$ cat src/rtl/asc_pkg.sv
package asc_pkg;

    localparam int DATA_W      = 8;
    localparam int WORD_W      = DATA_W + 1;
    localparam int FRAME_MAX   = WORD_W + 2;

    localparam logic [1:0] SEL_DATA = 2'd0;
    localparam logic [1:0] SEL_STAT = 2'd1;
    localparam logic [1:0] SEL_CTRL = 2'd2;

    localparam int ST_PERR  = 0;
    localparam int ST_TXB   = 1;
    localparam int ST_FULL  = 2;
    localparam int ST_MUTE  = 3;

    // control register, MSB first in this packed order
    typedef struct packed {
        logic rx9;
        logic tx9;
        logic off;
        logic wake;
        logic pie;
        logic podd;
        logic pen;
        logic wide;
    } ctl_t;

    // the frame settings one direction freezes at frame start
    typedef struct packed {
        logic wide;
        logic pen;
        logic podd;
    } frame_cfg_t;

    typedef enum logic [1:0] {RX_IDLE, RX_START, RX_DATA, RX_STOP} rx_state_e;

    function automatic logic [WORD_W-1:0] build_word(frame_cfg_t c, logic [DATA_W-1:0] d, logic b9);
        logic [WORD_W-1:0] w;
        w = {b9, d};
        if (!c.wide) w[WORD_W-1] = 1'b0;
        if (c.pen) begin
            if (c.wide) w[WORD_W-1] = (^d) ^ c.podd;
            else        w[DATA_W-1] = (^d[DATA_W-2:0]) ^ c.podd;
        end
        return w;
    endfunction

    function automatic logic parity_bad(frame_cfg_t c, logic [WORD_W-1:0] w);
        logic bad;
        bad = 1'b0;
        if (c.pen) begin
            if (c.wide) bad = (^w) != c.podd;
            else        bad = (^w[DATA_W-1:0]) != c.podd;
        end
        return bad;
    endfunction

    function automatic logic top_bit(frame_cfg_t c, logic [WORD_W-1:0] w);
        return c.wide ? w[WORD_W-1] : w[DATA_W-1];
    endfunction

endpackage

$ cat src/rtl/asc_tx.sv
module asc_tx
    import asc_pkg::*;
#(
    parameter int OVS = 16
) (
    input  logic              clk,
    input  logic              rst,
    input  logic              tick,
    input  logic              start,
    input  frame_cfg_t        cfg,
    input  logic [DATA_W-1:0] data,
    input  logic              b9,
    output logic              busy,
    output logic              txd
);
    localparam int CW = $clog2(OVS);
    localparam int LW = $clog2(FRAME_MAX + 1);

    logic [FRAME_MAX-1:0] sh_q;
    logic [LW-1:0]        left_q;
    logic [CW-1:0]        cnt_q;
    logic                 busy_q;
    logic [WORD_W-1:0]    word_c;

    assign word_c = build_word(cfg, data, b9);

    always_ff @(posedge clk) begin
        if (rst) begin
            sh_q   <= '1;
            left_q <= '0;
            cnt_q  <= '0;
            busy_q <= 1'b0;
        end else if (!busy_q) begin
            if (start) begin
                sh_q   <= cfg.wide ? {1'b1, word_c, 1'b0}
                                   : {2'b11, word_c[DATA_W-1:0], 1'b0};
                left_q <= cfg.wide ? LW'(FRAME_MAX) : LW'(FRAME_MAX - 1);
                cnt_q  <= '0;
                busy_q <= 1'b1;
            end
        end else if (tick) begin
            if (cnt_q == CW'(OVS - 1)) begin
                cnt_q  <= '0;
                sh_q   <= {1'b1, sh_q[FRAME_MAX-1:1]};
                left_q <= left_q - LW'(1);
                if (left_q == LW'(1)) busy_q <= 1'b0;
            end else begin
                cnt_q <= cnt_q + CW'(1);
            end
        end
    end

    assign busy = busy_q;
    assign txd  = busy_q ? sh_q[0] : 1'b1;

    // every frame opens with a low start bit
    assert_start_low_R2: assert property (@(posedge clk) disable iff (rst)
        $rose(busy_q) |-> !txd);

    // the line only moves on an oversampling tick
    assert_shift_on_tick_R2: assert property (@(posedge clk) disable iff (rst)
        (busy_q && !tick) |=> $stable(sh_q));

endmodule

$ cat src/rtl/asc_rx.sv
module asc_rx
    import asc_pkg::*;
#(
    parameter int OVS = 16
) (
    input  logic              clk,
    input  logic              rst,
    input  logic              tick,
    input  logic              rx_in,
    input  logic              en,
    input  frame_cfg_t        cfg,
    input  logic              idle_clr,
    output logic              busy,
    output logic              done,
    output logic [WORD_W-1:0] word,
    output frame_cfg_t        cfg_used,
    output logic              idle_frame
);
    localparam int CW  = $clog2(OVS);
    localparam int MID = OVS / 2;
    localparam int IW  = $clog2(FRAME_MAX * OVS + 1);

    rx_state_e         st_q;
    logic [CW-1:0]     cnt_q;
    logic [1:0]        smp_q;
    logic [3:0]        nb_q;
    logic [WORD_W-1:0] sh_q;
    frame_cfg_t        cq;
    logic              done_q;
    logic              vote;
    logic [3:0]        last_bit;
    logic [IW-1:0]     idle_q;
    logic [IW-1:0]     idle_lim;

    assign vote     = (smp_q[1] & smp_q[0]) | (smp_q[1] & rx_in) | (smp_q[0] & rx_in);
    assign last_bit = cq.wide ? 4'd8 : 4'd7;

    always_ff @(posedge clk) begin
        if (rst) begin
            st_q   <= RX_IDLE;
            cnt_q  <= '0;
            smp_q  <= '0;
            nb_q   <= '0;
            sh_q   <= '0;
            cq     <= '0;
            done_q <= 1'b0;
        end else begin
            done_q <= 1'b0;
            if (tick) begin
                if (st_q == RX_IDLE) begin
                    if (en && !rx_in) begin
                        st_q  <= RX_START;
                        cnt_q <= CW'(1);
                        nb_q  <= '0;
                        cq    <= cfg;
                    end
                end else begin
                    cnt_q <= (cnt_q == CW'(OVS - 1)) ? '0 : cnt_q + CW'(1);
                    if (cnt_q >= CW'(MID - 1) && cnt_q <= CW'(MID))
                        smp_q <= {smp_q[0], rx_in};
                    if (cnt_q == CW'(MID + 1)) begin
                        case (st_q)
                            RX_START: if (vote) st_q <= RX_IDLE;
                            RX_DATA:  sh_q <= {vote, sh_q[WORD_W-1:1]};
                            RX_STOP: begin
                                done_q <= 1'b1;
                                st_q   <= RX_IDLE;
                            end
                            default: ;
                        endcase
                    end
                    if (cnt_q == CW'(OVS - 1)) begin
                        if (st_q == RX_START) begin
                            st_q <= RX_DATA;
                        end else if (st_q == RX_DATA) begin
                            nb_q <= nb_q + 4'd1;
                            if (nb_q == last_bit) st_q <= RX_STOP;
                        end
                    end
                end
            end
        end
    end

    // idle-line timer: counts ticks of high line while no frame is running
    assign idle_lim = cfg.wide ? IW'(FRAME_MAX * OVS) : IW'((FRAME_MAX - 1) * OVS);

    always_ff @(posedge clk) begin
        if (rst || idle_clr || st_q != RX_IDLE || !rx_in) begin
            idle_q <= '0;
        end else if (tick && idle_q < idle_lim) begin
            idle_q <= idle_q + IW'(1);
        end
    end

    assign idle_frame = (idle_q >= idle_lim);
    assign busy       = (st_q != RX_IDLE);
    assign done       = done_q;
    assign word       = cq.wide ? sh_q : {1'b0, sh_q[WORD_W-1:1]};
    assign cfg_used   = cq;

    // a word is only handed over at the end of a stop bit
    assert_done_after_stop_R6: assert property (@(posedge clk) disable iff (rst)
        done_q |-> $past(st_q) == RX_STOP);

    // a frame only begins on a low line
    assert_start_on_low_R14: assert property (@(posedge clk) disable iff (rst)
        $rose(busy) |-> !$past(rx_in));

endmodule

$ cat src/rtl/asc_xcvr.sv
module asc_xcvr
    import asc_pkg::*;
#(
    parameter int OVS         = 16,
    parameter int SYNC_STAGES = 2
) (
    input  logic       clk,
    input  logic       rst,
    input  logic       tick16,
    input  logic [1:0] reg_sel,
    input  logic       reg_wr,
    input  logic       reg_rd,
    input  logic [7:0] reg_wdata,
    output logic [7:0] reg_rdata,
    input  logic       rxd,
    output logic       txd,
    output logic       par_irq
);
    ctl_t              ctl_q;
    logic [DATA_W-1:0] rx_data_q;
    logic              full_q, perr_q, armed_q, mute_q;
    logic              tx_busy, rx_busy, rx_done, idle_frame;
    logic [WORD_W-1:0] rx_word;
    frame_cfg_t        cfg_now, rx_cfg;
    logic              rxd_s, tick_g;
    logic              ctl_wr, dat_wr, dat_rd, dat_acc, stat_rd, mute_set;
    logic              deliver, tx_start;

    // input synchroniser
    logic [SYNC_STAGES-1:0] sync_q;
    generate
        if (SYNC_STAGES == 1) begin : g_sync1
            always_ff @(posedge clk) sync_q <= rst ? 1'b1 : rxd;
        end else begin : g_syncn
            always_ff @(posedge clk)
                sync_q <= rst ? '1 : {sync_q[SYNC_STAGES-2:0], rxd};
        end
    endgenerate
    assign rxd_s = sync_q[SYNC_STAGES-1];

    assign ctl_wr   = reg_wr && reg_sel == SEL_CTRL;
    assign dat_wr   = reg_wr && reg_sel == SEL_DATA;
    assign dat_rd   = reg_rd && reg_sel == SEL_DATA;
    assign dat_acc  = dat_wr || dat_rd;
    assign stat_rd  = reg_rd && reg_sel == SEL_STAT;
    assign mute_set = reg_wr && reg_sel == SEL_STAT && reg_wdata[ST_MUTE];

    assign cfg_now  = '{wide: ctl_q.wide, pen: ctl_q.pen, podd: ctl_q.podd};
    assign tick_g   = tick16 && (!ctl_q.off || tx_busy || rx_busy);
    assign tx_start = dat_wr && !ctl_q.off;
    assign deliver  = !mute_q || (ctl_q.wake && top_bit(rx_cfg, rx_word));

    asc_tx #(.OVS(OVS)) u_tx (
        .clk   (clk),
        .rst   (rst),
        .tick  (tick_g),
        .start (tx_start),
        .cfg   (cfg_now),
        .data  (reg_wdata),
        .b9    (ctl_q.tx9),
        .busy  (tx_busy),
        .txd   (txd)
    );

    asc_rx #(.OVS(OVS)) u_rx (
        .clk        (clk),
        .rst        (rst),
        .tick       (tick_g),
        .rx_in      (rxd_s),
        .en         (!ctl_q.off),
        .cfg        (cfg_now),
        .idle_clr   (mute_set),
        .busy       (rx_busy),
        .done       (rx_done),
        .word       (rx_word),
        .cfg_used   (rx_cfg),
        .idle_frame (idle_frame)
    );

    always_ff @(posedge clk) begin
        if (rst) begin
            ctl_q <= '0;
        end else begin
            if (ctl_wr) begin
                ctl_q.tx9  <= reg_wdata[6];
                ctl_q.off  <= reg_wdata[5];
                ctl_q.wake <= reg_wdata[4];
                ctl_q.pie  <= reg_wdata[3];
                ctl_q.podd <= reg_wdata[2];
                ctl_q.pen  <= reg_wdata[1];
                if (!tx_busy && !rx_busy) ctl_q.wide <= reg_wdata[0];
            end
            if (rx_done && deliver && rx_cfg.wide) ctl_q.rx9 <= rx_word[WORD_W-1];
        end
    end

    always_ff @(posedge clk) begin
        if (rst) begin
            rx_data_q <= '0;
            full_q    <= 1'b0;
            perr_q    <= 1'b0;
            armed_q   <= 1'b0;
            mute_q    <= 1'b0;
        end else begin
            if (stat_rd) armed_q <= 1'b1;
            if (dat_acc) begin
                armed_q <= 1'b0;
                if (armed_q) perr_q <= 1'b0;
            end
            if (dat_rd) full_q <= 1'b0;
            if (rx_done && mute_q && ctl_q.wake && top_bit(rx_cfg, rx_word)) mute_q <= 1'b0;
            if (idle_frame && mute_q && !ctl_q.wake) mute_q <= 1'b0;
            if (mute_set) mute_q <= 1'b1;
            if (rx_done && deliver) begin
                rx_data_q <= rx_word[DATA_W-1:0];
                full_q    <= 1'b1;
                if (parity_bad(rx_cfg, rx_word)) perr_q <= 1'b1;
            end
        end
    end

    always_comb begin
        case (reg_sel)
            SEL_DATA: reg_rdata = rx_data_q;
            SEL_STAT: reg_rdata = {4'b0, mute_q, full_q, tx_busy, perr_q};
            SEL_CTRL: reg_rdata = ctl_q;
            default:  reg_rdata = '0;
        endcase
    end

    assign par_irq = perr_q && ctl_q.pie;

    // word length frozen while a frame is moving
    assert_wide_frozen_R10: assert property (@(posedge clk) disable iff (rst)
        (tx_busy || rx_busy) |=> $stable(ctl_q.wide));

    // the error flag rises only on a completed frame
    assert_perr_from_frame_R7: assert property (@(posedge clk) disable iff (rst)
        $rose(perr_q) |-> $past(rx_done));

    // the error flag falls only through the status-then-data sequence
    assert_perr_clear_seq_R8: assert property (@(posedge clk) disable iff (rst)
        $fell(perr_q) |-> $past(armed_q && dat_acc));

    // no transmission starts while disabled
    assert_no_tx_when_off_R11: assert property (@(posedge clk) disable iff (rst)
        $rose(tx_busy) |-> !$past(ctl_q.off));

    // line held high when disabled and idle
    assert_txd_high_off_R11: assert property (@(posedge clk) disable iff (rst)
        (ctl_q.off && !tx_busy) |-> txd);

endmodule

$ cat config.mk
export PLATFORM = sky130hd
export DESIGN_NAME = asc_xcvr
export DESIGN_NICKNAME = d
export VERILOG_FILES = /design/src/rtl/asc_pkg.sv /design/src/rtl/asc_tx.sv /design/src/rtl/asc_rx.sv /design/src/rtl/asc_xcvr.sv
export SDC_FILE = /design/constraint.sdc
export NUM_CORES = 1
export LEC_CHECK = 0
export BUFFER_PORTS_ARGS = -buffer_cell sky130_fd_sc_hd__buf_2
export CAP_MARGIN = 30
export CELL_PAD_IN_SITES_DETAIL_PLACEMENT = 0
export CELL_PAD_IN_SITES_GLOBAL_PLACEMENT = 1
export CORE_MARGIN = 1.5
export CORE_UTILIZATION = 26
export CTS_CLUSTER_SIZE = 20
export DETAILED_ROUTE_END_ITERATION = 12
export PLACE_DENSITY_LB_ADDON = 0.1
export SYNTH_ARGS = -nofsm -noshare
export SYNTH_HDL_FRONTEND = slang
export SYNTH_SLANG_ARGS = --single-unit
$ cat constraint.sdc
create_clock -name clk -period 2.1 [get_ports clk]
set_input_delay 0.21 -clock clk [delete_from_list [all_inputs] [get_ports clk]]
set_output_delay 0.21 -clock clk [all_outputs]
set_load 0.1 [all_outputs]
==> impl_metrics.py <==
metrics = {
    "outcome": {
        "status": "complete, no violations",
    },
    "routing": {
        "drtPass1Iterations": 4,
        "dr_total_vias": 3021,
        "wl_um": 9570,
        "drt-initial-drc-count": 151,
        "wl_per_cell_um": 15.3,
        "via_per_inst": 4.83,
        "drc": 0,
        "drtAntennaViolNets": 0,
    },
    "clocking": {
        "htree_num_levels": 3,
        "cts_tree": "done",
        "clkLatencyLatePin_ns": 0.34,
        "cts_root_buf": "clkbuf_16",
        "cts_made_buffers": 9,
        "hold_buffers": 0,
        "clock-sinks": 74,
        "path_clk_slew_ns": 0.06,
        "clock_path_buffers": 2,
    },
    "logic_synthesis": {
        "synthAdderAreaFrac": 0.0368,
        "ys_types": 54,
        "postSynthCellCount": 423,
        "yosysWarnings": 0,
        "synth_fp_nets": 449,
        "synth-compound-area-share": 0.124,
        "synth_edf_count": 0,
        "synth-simple-area-share": 0.229,
        "syn-cell-area_mm2": 0.00367,
        "synth-xor-area-share": 0.0620,
        "synth_flop_cell": "dfxtp_1",
        "async_flop_share": 0,
        "avgSynthCellArea_um2": 8.68,
        "synthMuxAreaShare": 0.106,
        "synth_top_family_by_area": "simple AND/OR/NAND/NOR gates",
        "ys_ff_latch": 74,
        "seq_area_frac_synth": 0.404,
    },
    "sta": {
        "finalSetupViolCount": 0,
        "rsz0062_at_grt": "false",
        "fin_skew_ns": 0.00448,
        "post-route-min-period_ns": 1.83,
        "hold_viol_final": 0,
        "fmax_ghz": 0.547,
        "drv_slew": 0,
        "worstMarginPinSlew_ns": 0.492,
        "finalSetupTns_ns": 0,
        "hold_ws_ns": 0.0563,
        "relSlewSlack": 0.674,
        "timing.final.crit_share": 0.870,
    },
    "global_route": {
        "grt.overflow.total": 0,
        "grt_max_degree": 31,
        "grt_use_total": 0.140,
        "grt_pass1_wl_um": 15700,
        "antenna_found_initial": 0,
        "grt_pass1_vias": 2939,
    },
    "layout": {
        "drive_above_1_share": 0.137,
        "antenna_cells": 0,
        "syn_to_final_growth_pct": 15.7,
        "fill_cells": 1465,
        "nNetsFinal": 468,
    },
    "floorplan": {
        "io_pins": 26,
        "dieHeight_um": 122,
        "initial_utilization": 0.265,
        "core_area_mm2": 0.0138,
        "row_count": 43,
        "fp.dieArea_mm2": 0.0148,
        "die_w_um": 122,
    },
    "placement": {
        "gp_congestion": 0.753,
        "port-buffer-count": 25,
        "hpwl_um": 6700,
    },
    "setup_path": {
        "critical_path.endpoint_type": "output pin",
        "worstSetupStartpointType": "register",
        "worstPathMaxFanout": 15,
        "critPathRequiredTime_ns": 1.89,
        "crit_type": "reg -> out",
        "crit_arrival_ns": 1.62,
    },
    "power": {
        "ir_drop_v": 0.000327,
        "total_power_mw": 3.10,
        "power_density_mw_per_mm2": 730,
        "p_leak_nw": 1.56,
    },
    "min_path": {
        "hp-class": "in -> reg",
    },
    "flow_run": {
        "cap_violations": 0,
    },
}
-- cell usage after synthesis (all sizes together), types with 2 or more instances --
cell type,instances,area (µm²)
a21oi,16,80.1
and3,7,43.8
nor2b,4,25.0
ha,10,125
nand3b,2,15.0
nand3,17,85.1
and2,5,33.8
o21a,2,15.0
mux2i,39,390
a311oi,2,17.5
a22o,2,17.5
xor2,6,52.6
nand4,5,37.5
nand2,37,141
nand4b,3,26.3
dfxtp,74,1480
or2,3,18.8
a31oi,3,18.8
o21ai,12,63.8
a32oi,2,17.5
xnor2,20,175
nor2,68,263
nor3,12,60.1
a221oi,9,78.8
nand2b,5,31.3
buf,7,43.8
clkbuf,17,63.8
a211oi,9,67.6
inv,9,33.8
-- logic make-up (layout without fill, tap and decap cells) --
group | count (synthesis) | after routing
buf+inv | 33 | 55
mux | 39 | 39
xor+xnor | 26 | 26
simple gates | 174 | 174
compound gates | 66 | 66
flops | 74 | 74
fa+ha+maj | 11 | 11
-- flip-flops by register name, summed over array words and instances, names as in the netlist, 2 cells and up --
| register | cells |
|---|---|
| u_tx.sh_q | 10 |
| u_rx.sh_q | 9 |
| rx_data_q | 8 |
| u_rx.idle_q | 8 |
| ctl_q | 5 |
| u_rx.cnt_q | 4 |
| u_rx.nb_q | 4 |
| u_tx.cnt_q | 4 |
| u_tx.left_q | 4 |
| cfg_now | 3 |
| u_rx.cfg_used | 3 |
| sync_q | 2 |
| u_rx.smp_q | 2 |
| u_rx.st_q | 2 |
-- report_power, final --
group / internal (mW) / switching (mW)
combinational: 0.0944 / 0.157
clock: 0.821 / 0.559
sequential: 1.44 / 0.0322
total: 2.35 / 0.749
-- worst max-delay path, stage by stage, from the launching register on --
cell,delay (ns)
dfxtp_2,0.52
mux2i_1,0.15
o21ai_2,0.16
buf_2,0.45
-- placed cells by master (no fill, tap or decap), drive strengths merged, types with 4 or more instances in the layout --
cell,n
dfxtp,74
nor2,68
mux2i,39
nand2,37
buf,32
xnor2,20
nand3,17
a21oi,16
clkbuf,14
nor3,12
o21ai,12
ha,10
inv,9
a211oi,9
a221oi,9
and3,7
xor2,6
nand2b,5
and2,5
nand4,5
nor2b,4
-- worst paths after layout --
check | cells past startpoint | endpoint | startpoint | slack, ns
min reg2reg | 1 | sync_q[1]$_SDFF_PP1_ | sync_q[0]$_SDFF_PP1_ | 0.42
max | 3 | reg_rdata[1] | u_tx.busy$_SDFF_PP0_ | 0.27
max reg2reg | 6 | u_tx.sh_q[8]$_SDFFE_PP1P_ | u_tx.cnt_q[0]$_SDFFE_PP0P_ | 0.33
min | 2 | sync_q[0]$_SDFF_PP1_ | rxd | 0.06
-- timing repair --
action,4_1_cts,5_1_grt
gates resized for setup,0,1
hold endpoints to repair,0,0
endpoints found under the setup margin,0,1
setup buffers,0,0
-- metal layers --
| layer | track usage | up-vias | wire [µm] |
|---|---|---|---|
| met4 | 0.0684 | 0 | 198 |
| met1 | 0.188 | 1448 | 4800 |
| met2 | 0.212 | 44 | 4320 |
| li1 | - | 1516 | - |
| met5 | 0 | - | 0 |
| met3 | 0.0281 | 13 | 253 |
-- final cells by class --
| class | count | area (µm²) | share of cell area |
|---|---|---|---|
| Multi-Input combinational cell | 316 | 2070 | 0.488 |
| Clock buffer | 14 | 254 | 0.0598 |
| Sequential cell | 74 | 1480 | 0.349 |
| Inverter | 9 | 33.8 | 0.00796 |
| Tap cell | 180 | 225 | 0.0530 |
| Timing Repair Buffer | 32 | 178 | 0.0418 |
-- stage by stage --
step | setup WS, ns | utilization | std cells | area, µm²
2_1_floorplan | 0.262 | - | 423 | 3700
3_3_place_gp | 0.407 | 0.289 | 611 | 3990
3_5_place_dp | 0.347 | 0.289 | 611 | 3990
4_1_cts | 0.0215 | 0.307 | 625 | 4250
5_1_grt | 0.174 | 0.307 | 625 | 4250
6_report | 0.273 | 0.307 | 625 | 4250
Power figures use the tool's default switching activity.
